**src/rtl/uflag_pkg.sv**
```systemverilog
package uflag_pkg;
  localparam int FLAG_W  = 2;
  localparam int TXE_BIT = 0;
  localparam int BRK_BIT = 1;

  function automatic int trig_level(input logic [1:0] sel, input int depth);
    case (sel)
      2'd0:    return depth / 2;
      2'd1:    return depth / 4;
      2'd2:    return depth / 8;
      default: return 0;
    endcase
  endfunction
endpackage

```
**src/rtl/tx_level_cmp.sv**
```systemverilog
module tx_level_cmp #(
  parameter int DEPTH = 16,
  localparam int CW = $clog2(DEPTH + 1)
) (
  input  logic [CW-1:0] count,
  input  logic [1:0]    sel,
  output logic          at_or_below
);
  logic [CW-1:0] level;

  always_comb begin
    level       = CW'(uflag_pkg::trig_level(sel, DEPTH));
    at_or_below = (count <= level);
  end
endmodule

```
**src/rtl/break_timer.sv**
```systemverilog
module break_timer #(
  parameter int FRAME_TICKS = 10,
  localparam int TW = (FRAME_TICKS > 1) ? $clog2(FRAME_TICKS) : 1
) (
  input  logic clk,
  input  logic rst_n,
  input  logic framing_err,
  input  logic line,
  input  logic tick,
  output logic brk_evt
);
  logic          pend_q;
  logic          rep_q;
  logic [TW-1:0] cnt_q;
  logic          counting;

  assign counting = pend_q && !line && !rep_q;
  assign brk_evt  = tick && counting && (cnt_q == TW'(FRAME_TICKS - 1));

  always_ff @(posedge clk or negedge rst_n) begin
    if (!rst_n) begin
      pend_q <= 1'b0;
      rep_q  <= 1'b0;
      cnt_q  <= '0;
    end else begin
      pend_q <= framing_err || (pend_q && !line);
      if (line) begin
        cnt_q <= '0;
        rep_q <= 1'b0;
      end else if (brk_evt) begin
        cnt_q <= '0;
        rep_q <= 1'b1;
      end else if (tick && counting) begin
        cnt_q <= cnt_q + 1'b1;
      end
    end
  end

  // a high line restarts the length count
  p_cnt_restart_r7: assert property (@(posedge clk) disable iff (!rst_n)
    line |=> (cnt_q == '0));
  // one report per low period
  p_one_report_r8: assert property (@(posedge clk) disable iff (!rst_n)
    brk_evt |=> !brk_evt);
endmodule

```
**src/rtl/rbc_flag.sv**
```systemverilog
module rbc_flag #(
  parameter logic RST_VAL = 1'b0
) (
  input  logic clk,
  input  logic rst_n,
  input  logic set_i,
  input  logic hw_clr_i,
  input  logic rd_i,
  input  logic wr_zero_i,
  output logic flag_o
);
  logic arm_q;
  logic sw_clr;

  assign sw_clr = wr_zero_i && arm_q;

  always_ff @(posedge clk or negedge rst_n) begin
    if (!rst_n) begin
      flag_o <= RST_VAL;
      arm_q  <= 1'b0;
    end else begin
      if (set_i)                  flag_o <= 1'b1;
      else if (sw_clr || hw_clr_i) flag_o <= 1'b0;

      if (sw_clr)              arm_q <= 1'b0;
      else if (rd_i && flag_o) arm_q <= 1'b1;
      else if (!flag_o)        arm_q <= 1'b0;
    end
  end

  // a set request always wins
  p_set_wins_r2: assert property (@(posedge clk) disable iff (!rst_n)
    set_i |=> flag_o);
  // an unarmed write-zero leaves the flag alone
  p_unarmed_hold_r3: assert property (@(posedge clk) disable iff (!rst_n)
    (!arm_q && !hw_clr_i && !set_i) |=> (flag_o == $past(flag_o)));
endmodule

```
**src/rtl/uart_flag_unit.sv**
```systemverilog
module uart_flag_unit #(
  parameter int FIFO_DEPTH  = 16,
  parameter int FRAME_TICKS = 10,
  localparam int CW = $clog2(FIFO_DEPTH + 1),
  localparam int FW = uflag_pkg::FLAG_W
) (
  input  logic          clk,
  input  logic          rst_n,
  input  logic [CW-1:0] tx_count,
  input  logic [1:0]    trig_sel,
  input  logic          reg_rd,
  output logic [FW-1:0] reg_rdata,
  input  logic          reg_wr,
  input  logic [FW-1:0] reg_wdata,
  input  logic          dma_wr,
  input  logic          rx_framing_err,
  input  logic          rx_line,
  input  logic          bit_tick,
  input  logic          txe_ie,
  input  logic          brk_ie,
  output logic          txe_flag,
  output logic          brk_flag,
  output logic          irq
);
  import uflag_pkg::*;

  logic lvl_low;
  logic brk_evt;
  logic [FW-1:0] wr_zero;

  tx_level_cmp #(.DEPTH(FIFO_DEPTH)) u_cmp (
    .count(tx_count), .sel(trig_sel), .at_or_below(lvl_low)
  );

  break_timer #(.FRAME_TICKS(FRAME_TICKS)) u_brk_tmr (
    .clk(clk), .rst_n(rst_n), .framing_err(rx_framing_err),
    .line(rx_line), .tick(bit_tick), .brk_evt(brk_evt)
  );

  genvar g;
  generate
    for (g = 0; g < FW; g++) begin : g_wz
      assign wr_zero[g] = reg_wr && !reg_wdata[g];
    end
  endgenerate

  rbc_flag #(.RST_VAL(1'b1)) u_txe (
    .clk(clk), .rst_n(rst_n), .set_i(lvl_low),
    .hw_clr_i(dma_wr && !lvl_low), .rd_i(reg_rd),
    .wr_zero_i(wr_zero[TXE_BIT]), .flag_o(txe_flag)
  );

  rbc_flag #(.RST_VAL(1'b0)) u_brk (
    .clk(clk), .rst_n(rst_n), .set_i(brk_evt),
    .hw_clr_i(1'b0), .rd_i(reg_rd),
    .wr_zero_i(wr_zero[BRK_BIT]), .flag_o(brk_flag)
  );

  always_comb begin
    reg_rdata          = '0;
    reg_rdata[TXE_BIT] = txe_flag;
    reg_rdata[BRK_BIT] = brk_flag;
    irq = (txe_flag && txe_ie) || (brk_flag && brk_ie);
  end

  // DMA write above trigger clears the transmit flag
  p_dma_clear_r4: assert property (@(posedge clk) disable iff (!rst_n)
    (dma_wr && !lvl_low) |=> !txe_flag);
  // no request while both sources are masked
  p_irq_masked_r10: assert property (@(posedge clk) disable iff (!rst_n)
    (!txe_ie && !brk_ie) |-> !irq);
endmodule

```
**config.mk**
```make
export PLATFORM = sky130hd
export DESIGN_NAME = uart_flag_unit
export DESIGN_NICKNAME = d
export VERILOG_FILES = /design/src/rtl/uflag_pkg.sv /design/src/rtl/tx_level_cmp.sv /design/src/rtl/break_timer.sv /design/src/rtl/rbc_flag.sv /design/src/rtl/uart_flag_unit.sv
export SDC_FILE = /design/constraint.sdc
export NUM_CORES = 1
export LEC_CHECK = 0
export ABC_AREA = 1
export CAP_MARGIN = 20
export CORE_UTILIZATION = 43
export CTS_CLUSTER_SIZE = 30
export DETAILED_ROUTE_END_ITERATION = 16
export MAX_ROUTING_LAYER = met4
export PLACE_DENSITY = 0.77
export SLEW_MARGIN = 20
export SYNTH_ARGS = -nofsm -noshare
export SYNTH_HDL_FRONTEND = slang
export SYNTH_HIERARCHICAL = 1
export SYNTH_SLANG_ARGS = --single-unit
```
**constraint.sdc**
```tcl
create_clock -name clk -period 1.5 [get_ports clk]
set_input_delay 0.3 -clock clk [delete_from_list [all_inputs] [get_ports clk]]
set_output_delay 0.3 -clock clk [all_outputs]
set_load 0.02 [all_outputs]
```
==> results of run 1 <==
==> layer usage <==
layer | track usage, % | wire (um) | up-vias
li1 | - | - | 339
met1 | 19.35 | 575 | 281
met2 | 31.69 | 734 | 17
met3 | 2.586 | 47 | 4
met4 | 12.50 | 28 | 0
met5 | - | 0 | -
==> synth_stat cells (all sizes together) <==
| cell | n | area [um2] |
|---|---|---|
| nand2 | 26 | 112.6 |
| inv | 20 | 75.07 |
| nor2 | 17 | 87.59 |
| dfrtp | 9 | 225.2 |
| nand3 | 8 | 40.04 |
| ha | 5 | 62.56 |
| buf | 2 | 15.01 |
| nand4 | 2 | 12.51 |
| or2 | 2 | 12.51 |
| a21oi | 1 | 5.000 |
| conb | 1 | 3.750 |
| dfstp | 1 | 26.28 |
| nand3b | 1 | 7.510 |
| xor2 | 1 | 8.760 |
==> flip-flops by register name (all words and copies together) (netlist names) <==
| signal | count |
|---|---|
| u_brk_tmr/cnt_q | 4 |
| u_brk/arm_q | 1 |
| u_brk/flag_o | 1 |
| u_brk_tmr/pend_q | 1 |
| u_brk_tmr/rep_q | 1 |
| u_txe/arm_q | 1 |
| u_txe/flag_o | 1 |
==> repair_timing <==
action                                  CTS  global route
resized for setup                        12             1
endpoints found under the setup margin    6             1
endpoints found under the hold margin     0             0
pin swaps                                 2             0
==> through the flow <==
| step | power [W] | std cells | utilization [%] | instance area, um2 |
|---|---|---|---|---|
| 6_report | 0.0006868 | 140 | 65.95 | 993.5 |
| 5_1_grt | 0.0007323 | 140 | 65.95 | 993.5 |
| 4_1_cts | 0.0007039 | 140 | 66.36 | 999.7 |
| 3_5_place_dp | 0.0005079 | 136 | 63.21 | 952.2 |
| 3_3_place_gp | 0.0004999 | 136 | 63.21 | 952.2 |
| 2_1_floorplan | 0.0004045 | 96 | - | 694.4 |
==> worst paths after layout <==
kind	from	to	slack, ps
max	u_txe/flag_o$_DFFE_PN1P_	txe_flag	70
min	rst_n	u_brk_tmr/cnt_q[2]$_DFFE_PN0P_	350
max reg2reg	u_brk_tmr/cnt_q[0]$_DFFE_PN0P_	u_brk_tmr/cnt_q[3]$_DFFE_PN0P_	370
min reg2reg	u_txe/arm_q$_DFFE_PN0P_	u_txe/arm_q$_DFFE_PN0P_	510
max in group asynchronous	rst_n	u_txe/flag_o$_DFFE_PN1P_	810
min in group clk	u_txe/arm_q$_DFFE_PN0P_	u_txe/arm_q$_DFFE_PN0P_	510
==> logic make-up (layout without fill, tap and decap cells) <==
family	after synthesis	in the layout	share of synthesized area [%]
and+or+nand+nor	56	56	39.28
xor gates and xnor gates	1	1	1.261
adders and majority gates	5	5	9.009
DFF	10	10	36.22
AOI/OAI and AO/OA	1	1	0.7200
other	1	1	0.5400
buffers and inverters	22	50	12.97
==> final cells by class <==
| cell class | instances | area share [%] |
|---|---|---|
| clock buffer | 4 | 2.645 |
| tap | 16 | 2.015 |
| sequential | 10 | 25.31 |
| timing repair buffer | 26 | 24.18 |
| multi-input combinational | 64 | 38.29 |
| inverter | 20 | 7.557 |
==> power breakdown <==
group          switching (W)  total (W)  leakage [nW]  internal (W)
Combinational      0.0000930   0.000194         0.401      0.000101
Clock              0.0000896   0.000192        0.0150      0.000103
Sequential         0.0000118   0.000300         0.131      0.000289
==> flow_summary.yaml, run 1 <==
final_layout:
  ratio_of_cells_with_drive_above_1_in_the_final_layout_pct: 17.74
  layout_commonest_cell: "nand2_1"
  area_growth_syn_to_layout_pct: 43.06
  layout.cells.most_common_list: "22 x nand2_1, 18 x inv_1, 16 x clkdlybuf4s50_1, 13 x nor2_1, 9 x dfrtp_1"
  antennaDiodeCount: 0
  multi_input_area_um2: 380.4
  finish.net_count: 149
  fillers: 137
  sequential_cell_area_um2: 251.5
detailed_routing:
  final_antenna_net_count: 0
  dr_total_vias: 641
  route.detailed.vias_per_inst: 4.579
  number_of_iterations_in_the_first_detailed_routing_pass: 4
  wirelength_um: 1386
  total_drc_errors_in_the_routed_layout: 0
  drt-wirelength-per-cell_um: 9.900
  initialDrtViolationCount: 15
clock_tree:
  clock_pin_slew_worst_setup_and_hold_paths_ps: 70
  cts_inserted_buffers: 3
  insertion_delay_ps: 260
  tritoncts: "yes"
  clk_path_buf_depth: 2
  clk_root_buffer_cell: "clkbuf_4"
  post-cts-setup-buffers: 0
  clock_sinks: 10
  cts_hold_repair.buffers: 0
  cts_max_level: 1
sta:
  final.period_utilization_pct: 95.50
  grt_setup_unrepaired: "false"
  setup_ws_ps: 67.44
  fmaxAchievable_mhz: 698.1
  finalWorstPathRequiredPeriod_ps: 1433
  finalHoldViolations: 0
  fin_worst_skew_ps: 7.623
  fin_setup_tns_ps: 0
  slew_violations: 0
  setup_viol: 0
  worst_case_hold_slack_ps: 346.5
logic_synthesis:
  synth.lib_cells_used.distinct: 19
  netlist_area_um2: 694.4
  ys_ff_latch: 10
  ys_warn_count: 6
  post_synth.cell_area_avg_um2: 7.234
  seq_total_area_yosys_pct: 36.22
  postSynthCellCount: 96
  synth_nets: 120
global_routing:
  grt_pass1_vias: 617
  grt_pass1_wl_um: 2421
  antenna_found_initial: 0
  grt-ovfl-total: 0
  grt_max_degree: 11
  grtUsageTotal_pct: 18.45
die:
  coreArea_mm2: 0.001506
  fp.dieH_um: 42.19
  i_o_pins: 24
  floorplan.die.width_um: 42.19
  floorplan.initialDensity_pct: 46.10
  fp.dieArea_mm2: 0.001780
  core_rows: 14
critical_path:
  timing.critical_path.slowest_stage_cell: "dfstp_2"
  worst_ep_required_time_ps: 1200
  worst_ep_arrival_time_ps: 1130
  critical_path.cell_chain: "dlygate4sd2_1"
  end_kind: "output pin"
  path_delay_family: "flip-flops"
  worst-path-buf-inv: 1
  worst_path_largest_cell_delay_ps: 540
  critPathKind: "reg2out"
  timing.reg2reg.worst_path_depth: 6
  path_max_fanout: 4
  start_kind: "register"
  number_of_cells_on_the_critical_path: 1
job:
  cap_violations: 0
pwr:
  peakVddDrop_mv: 0.4340
  pwr_density_cell_mw_per_mm2: 691.3
  static-leakage-power_nw: 0.5478
place:
  hpwlAfterDp_um: 1151
  portbufs: 23
  gp_congestion: 0.7959
  dp_slack_ps: -405.0
outcome:
  status: "finished, final reports clean"
min_path:
  hold_path.class: "in2async"
(Power assumes the default switching activity.)
==> inputs of run 2 (changes only) <==
--- a/config.mk
+++ b/config.mk
@@ -7,6 +7,7 @@
 export LEC_CHECK = 0
 export ABC_AREA = 1
 export CAP_MARGIN = 20
+export CORE_MARGIN = 4
 export CORE_UTILIZATION = 43
 export CTS_CLUSTER_SIZE = 30
 export DETAILED_ROUTE_END_ITERATION = 16
==> constraint.sdc (replaced) <==
create_clock -name clk -period 1.5 [get_ports clk]
set_input_delay 0.3 -clock clk [delete_from_list [all_inputs] [get_ports clk]]
set_output_delay 0.3 -clock clk [all_outputs]
set_load 0.1 [all_outputs]
==> run 2 against run 1 <==
  * Total power up 31%
  * Global-route usage down 3.6 points
  * Sequential power up 2%
  * Count of clock-buffer cells in the layout unchanged
  * Worst hold slack worse by 7.5 ps
  * Worst setup slack worse by 61 ps
  * Clock skew down 6.4 ps
  * First-iteration DRC count down 67%
  * Sequential share of layout area down 1.8 points
  * Wire length up 4.8%
  * Cell count up 0.71%
  * Critical endpoint is now reg_rdata[0]
  * Clock power up 26%
==> flow_summary.yaml, run 2 (synthesized netlist as in run 1, its figures left out) <==
outcome:
  status: "finished, final reports clean"
clock_tree:
  clock_pin_slew_worst_setup_and_hold_paths_ps: 60
  clk_root_buffer_cell: "clkbuf_4"
  tritoncts: "yes"
  cts_max_level: 1
  cts_inserted_buffers: 3
  clk_path_buf_depth: 2
  clock_sinks: 10
  insertion_delay_ps: 270
critical_path:
  worst_path_largest_cell_delay_ps: 640
  end_kind: "output pin"
  worst_ep_required_time_ps: 1200
  timing.critical_path.slowest_stage_cell: "dfstp_4"
  critPathKind: "reg2out"
  start_kind: "register"
  worst_ep_arrival_time_ps: 1190
  path_delay_family: "flip-flops"
  worst-path-buf-inv: 2
  timing.reg2reg.setup_slack_ps: 370
  path_max_fanout: 3
  critical_path.cell_chain: "buf_6 -> buf_12"
die:
  fp.dieArea_mm2: 0.002322
  floorplan.die.width_um: 48.19
  fp.dieH_um: 48.19
  core_rows: 14
  coreArea_mm2: 0.001524
  i_o_pins: 24
  floorplan.initialDensity_pct: 45.57
final_layout:
  sequential_cell_area_um2: 256.5
  layout.cells.most_common_list: "20 x nand2_1, 18 x inv_1, 16 x clkdlybuf4s50_1, 13 x nor2_1"
  ratio_of_cells_with_drive_above_1_in_the_final_layout_pct: 24.00
  largest_register_by_flop_count: "u_brk_tmr/cnt_q"
  finish.net_count: 150
  number_of_flip_flops_in_the_largest_register: 4
  area_growth_syn_to_layout_pct: 56.94
  fillers: 114
  layout.core_utilization_pct: 71.51
  multi_input_area_um2: 382.9
  antennaDiodeCount: 0
  final_area_mm2: 0.001090
  layout_commonest_cell: "nand2_1"
sta:
  setup_ws_ps: 6.757
  final.period_utilization_pct: 99.55
  finalWorstPathRequiredPeriod_ps: 1493
  fmaxAchievable_mhz: 669.7
  grt_setup_unrepaired: "true"
  fin_setup_tns_ps: 0
  worst_case_hold_slack_ps: 339.0
  setup_viol: 0
  finalHoldViolations: 0
  fin_worst_skew_ps: 1.270
  slew_violations: 0
place:
  dp_slack_ps: -388.1
  portbufs: 23
  hpwlAfterDp_um: 1160
  gp_congestion: 0.8294
  place_area_mm2: 0.001007
global_routing:
  grt_pass1_wl_um: 2263
  grt_max_degree: 11
  antenna_found_initial: 0
  grtUsageTotal_pct: 14.86
  grt_pass1_vias: 584
  grt-ovfl-total: 0
detailed_routing:
  total_drc_errors_in_the_routed_layout: 0
  route.detailed.vias_per_inst: 4.624
  number_of_iterations_in_the_first_detailed_routing_pass: 4
  dr_total_vias: 652
  wirelength_um: 1453
  final_antenna_net_count: 0
  drt-wirelength-per-cell_um: 10.30
  initialDrtViolationCount: 5
job:
  cap_violations: 0
pwr:
  pwr_density_cell_mw_per_mm2: 825.6
  peakVddDrop_mv: 0.5219
  static-leakage-power_nw: 0.5899
min_path:
  hold_path.class: "in2async"
[run 2: layout make-up]
type / instances / share of cell area, %
multi-input combinational: 64 / 35.13
timing repair buffer: 27 / 29.28
sequential: 10 / 23.54
inverter: 20 / 6.889
clock buffer: 4 / 3.329
tap: 16 / 1.837
[run 2: timing repair]
| item | CTS | global route |
|---|---|---|
| hold buffers | 0 | 0 |
| setup buffers | 2 | 0 |
| setup endpoints to repair | 2 | 4 |
| endpoints found under the hold margin | 0 | 0 |
| pin swaps | 4 | 1 |
| gates resized for setup | 5 | 2 |
[run 2: where the power goes]
part	switching [W]	internal (W)	leakage, nW
logic	0.000196	0.000156	0.439
clock network	0.0000935	0.000148	0.0210
registers	0.0000152	0.000292	0.130
total	0.000304	0.000596	0.590
[run 2: final timing paths]
check,startpoint,endpoint,cells past startpoint
max in group asynchronous,rst_n,u_txe/flag_o$_DFFE_PN1P_,1
min reg2reg,u_txe/arm_q$_DFFE_PN0P_,u_txe/arm_q$_DFFE_PN0P_,2
max,u_txe/flag_o$_DFFE_PN1P_,reg_rdata[0],2
max reg2reg,u_brk_tmr/cnt_q[0]$_DFFE_PN0P_,u_brk_tmr/cnt_q[3]$_DFFE_PN0P_,6
min in group clk,u_txe/arm_q$_DFFE_PN0P_,u_txe/arm_q$_DFFE_PN0P_,2
min,rst_n,u_brk_tmr/cnt_q[1]$_DFFE_PN0P_,1
[run 2: worst register-to-register path: cells and delay by family (launching register included)]
kind,cells,cell delay [ps]
AND/OR/NAND/NOR,4,370
flip-flops,1,420
adder cells (fa/ha/maj),1,210
buffers and inverters,1,60
[run 2: metrics by stage]
step / power (W) / cells
floorplan: 0.0005034 / 96
global placement: 0.0006311 / 135
detailed placement: 0.0006352 / 135
CTS: 0.0009125 / 141
global route: 0.0009481 / 141
finish: 0.0008997 / 141
[run 2: per-layer routing]
layer	GRT usage (%)	routed length, um
met3	6.642	90
met5	-	0
met4	4.839	0
met2	24.48	784
met1	15.77	577
==> inputs of run 3 (changes only) <==
--- a/config.mk
+++ b/config.mk
@@ -11,6 +11,7 @@
 export CORE_UTILIZATION = 43
 export CTS_CLUSTER_SIZE = 30
 export DETAILED_ROUTE_END_ITERATION = 16
+export GPL_TIMING_DRIVEN = 0
 export MAX_ROUTING_LAYER = met4
 export PLACE_DENSITY = 0.77
 export SLEW_MARGIN = 20
==> run 3 against run 2 <==
  * The flow now finishes with violations (setup timing)
  * Clock power about the same
  * Worst hold slack improved by 2.1 ps
  * Sequential cell count did not move
  * Critical path type unchanged
  * Critical endpoint unchanged
==> flow_summary.yaml, run 3 (synthesized netlist as in run 1, its figures left out) <==
outcome:
  status: "finished with violations"
  failing_checks: "setup timing"
clock_tree:
  clk_path_buf_depth: 2
  cts_max_level: 1
  insertion_delay_ps: 260
  clock_sinks: 10
  clk_root_buffer_cell: "clkbuf_4"
  clock_pin_slew_worst_setup_and_hold_paths_ps: 70
  tritoncts: "yes"
  cts_inserted_buffers: 3
final_layout:
  number_of_flip_flops_in_the_largest_register: 4
  antennaDiodeCount: 0
  finish.net_count: 148
  largest_register_by_flop_count: "u_brk_tmr/cnt_q"
  layout.cells.most_common_list: "20 x nand2_1, 18 x inv_1, 16 x clkdlybuf4s50_1, 13 x nor2_1"
  ratio_of_cells_with_drive_above_1_in_the_final_layout_pct: 22.76
  layout_commonest_cell: "nand2_1"
  layout.core_utilization_pct: 67.65
  area_growth_syn_to_layout_pct: 48.47
die:
  fp.dieArea_mm2: 0.002322
  fp.dieH_um: 48.19
  coreArea_mm2: 0.001524
  i_o_pins: 24
  floorplan.die.width_um: 48.19
  core_rows: 14
  floorplan.initialDensity_pct: 45.57
sta:
  setup_ws_ps: -0.4399
  fin_setup_tns_ps: -0.4399
  grt_setup_unrepaired: "true"
  final.period_utilization_pct: 100.0
  fin_worst_skew_ps: 4.848
  setup_viol: 1
  finalWorstPathRequiredPeriod_ps: 1500
  slew_violations: 0
  fmaxAchievable_mhz: 666.5
  finalHoldViolations: 0
critical_path:
  cp-startpoint: "u_txe/flag_o$_DFFE_PN1P_"
  timing.critical_path.slowest_stage_cell: "dfstp_4"
  start_kind: "register"
  worst_ep_required_time_ps: 1200
  critical_path.reg2reg.startpoint: "u_brk_tmr/cnt_q[0]$_DFFE_PN0P_"
  worst-path-buf-inv: 2
  critPathKind: "reg2out"
  timing.reg2reg.setup_slack_ps: 330
  worst_ep_arrival_time_ps: 1200
  critical_path.cell_chain: "buf_4 -> buf_12"
  path_max_fanout: 5
  end_kind: "output pin"
  path_delay_family: "flip-flops"
  worst_path_largest_cell_delay_ps: 650
global_routing:
  antenna_found_initial: 0
  grt_pass1_wl_um: 2304
  grt_pass1_vias: 605
  grt-ovfl-total: 0
  grtUsageTotal_pct: 15.03
  grt_max_degree: 11
job:
  cap_violations: 0
pwr:
  peakVddDrop_mv: 0.5478
  pwr_density_cell_mw_per_mm2: 841.7
  finalPower_w: 0.0008678
  static-leakage-power_nw: 0.5635
place:
  hpwlAfterDp_um: 1214
  portbufs: 23
  gp_congestion: 0.8231
detailed_routing:
  total_drc_errors_in_the_routed_layout: 0
  route.detailed.vias_per_inst: 4.669
  wirelength_um: 1486
  drt-wirelength-per-cell_um: 10.69
  initialDrtViolationCount: 17
  final_antenna_net_count: 0
  dr_total_vias: 649
  number_of_iterations_in_the_first_detailed_routing_pass: 6
min_path:
  hold_path.class: "in2async"
run 3: routing by layer:
metal  up-vias  share of wire, %  wire length [um]  global-route usage, %
li1        337                 -                 -                      -
met1       289                36               537                  14.67
met2        21                56               827                  27.08
met3         2               7.1               105                  6.642
met4         0               1.1                16                  3.226
met5         -                 0                 0                      -
run 3: worst paths after layout:
kind / endpoint / cells after the start
worst max-delay path: reg_rdata[0] / 2
worst min-delay path: u_brk_tmr/cnt_q[2]$_DFFE_PN0P_ / 1
worst max register to register: u_brk_tmr/cnt_q[3]$_DFFE_PN0P_ / 6
worst min register to register: u_txe/arm_q$_DFFE_PN0P_ / 2
max in group asynchronous: u_txe/flag_o$_DFFE_PN1P_ / 1
min in group clk: u_txe/arm_q$_DFFE_PN0P_ / 2
run 3: power breakdown:
part | internal, W | leakage (nW) | total [W] | switching (W)
Clock | 0.000147 | 0.0210 | 0.000238 | 0.0000909
Sequential | 0.000292 | 0.130 | 0.000311 | 0.0000190
Combinational | 0.000131 | 0.412 | 0.000318 | 0.000187
Total | 0.000571 | 0.563 | 0.000868 | 0.000297
run 3: stage by stage:
step / instance area, um2 / setup WS (ps) / hold slack (ps) / instances
global route: 1031 / -47.92 / 385.3 / 139
detailed placement: 957.2 / -823.0 / 500.9 / 135
global placement: 957.2 / -814.7 / 495.7 / 135
finish: 1031 / -0.4399 / 341.1 / 139
floorplan: 706.9 / 18.45 / 4.409 / 96
CTS: 1017 / -18.09 / 353.4 / 139
run 3: timing repair:
item | in CTS | in global routing
gates resized for setup | 38 | 4
hold buffers | 0 | 0
pin swaps | 1 | 4
endpoints found under the setup margin | 6 | 5
buffers inserted | 0 | 0
run 3: layout make-up:
type                    count  area (um2)
fillers                   134       493.0
multi-input cells          64       382.9
flip-flops and latches     10       256.5
repair buffers             23       245.2
inverters                  20       75.07
clock buffers               4       36.28
well taps                  16       20.02
plain buffers               2       15.01
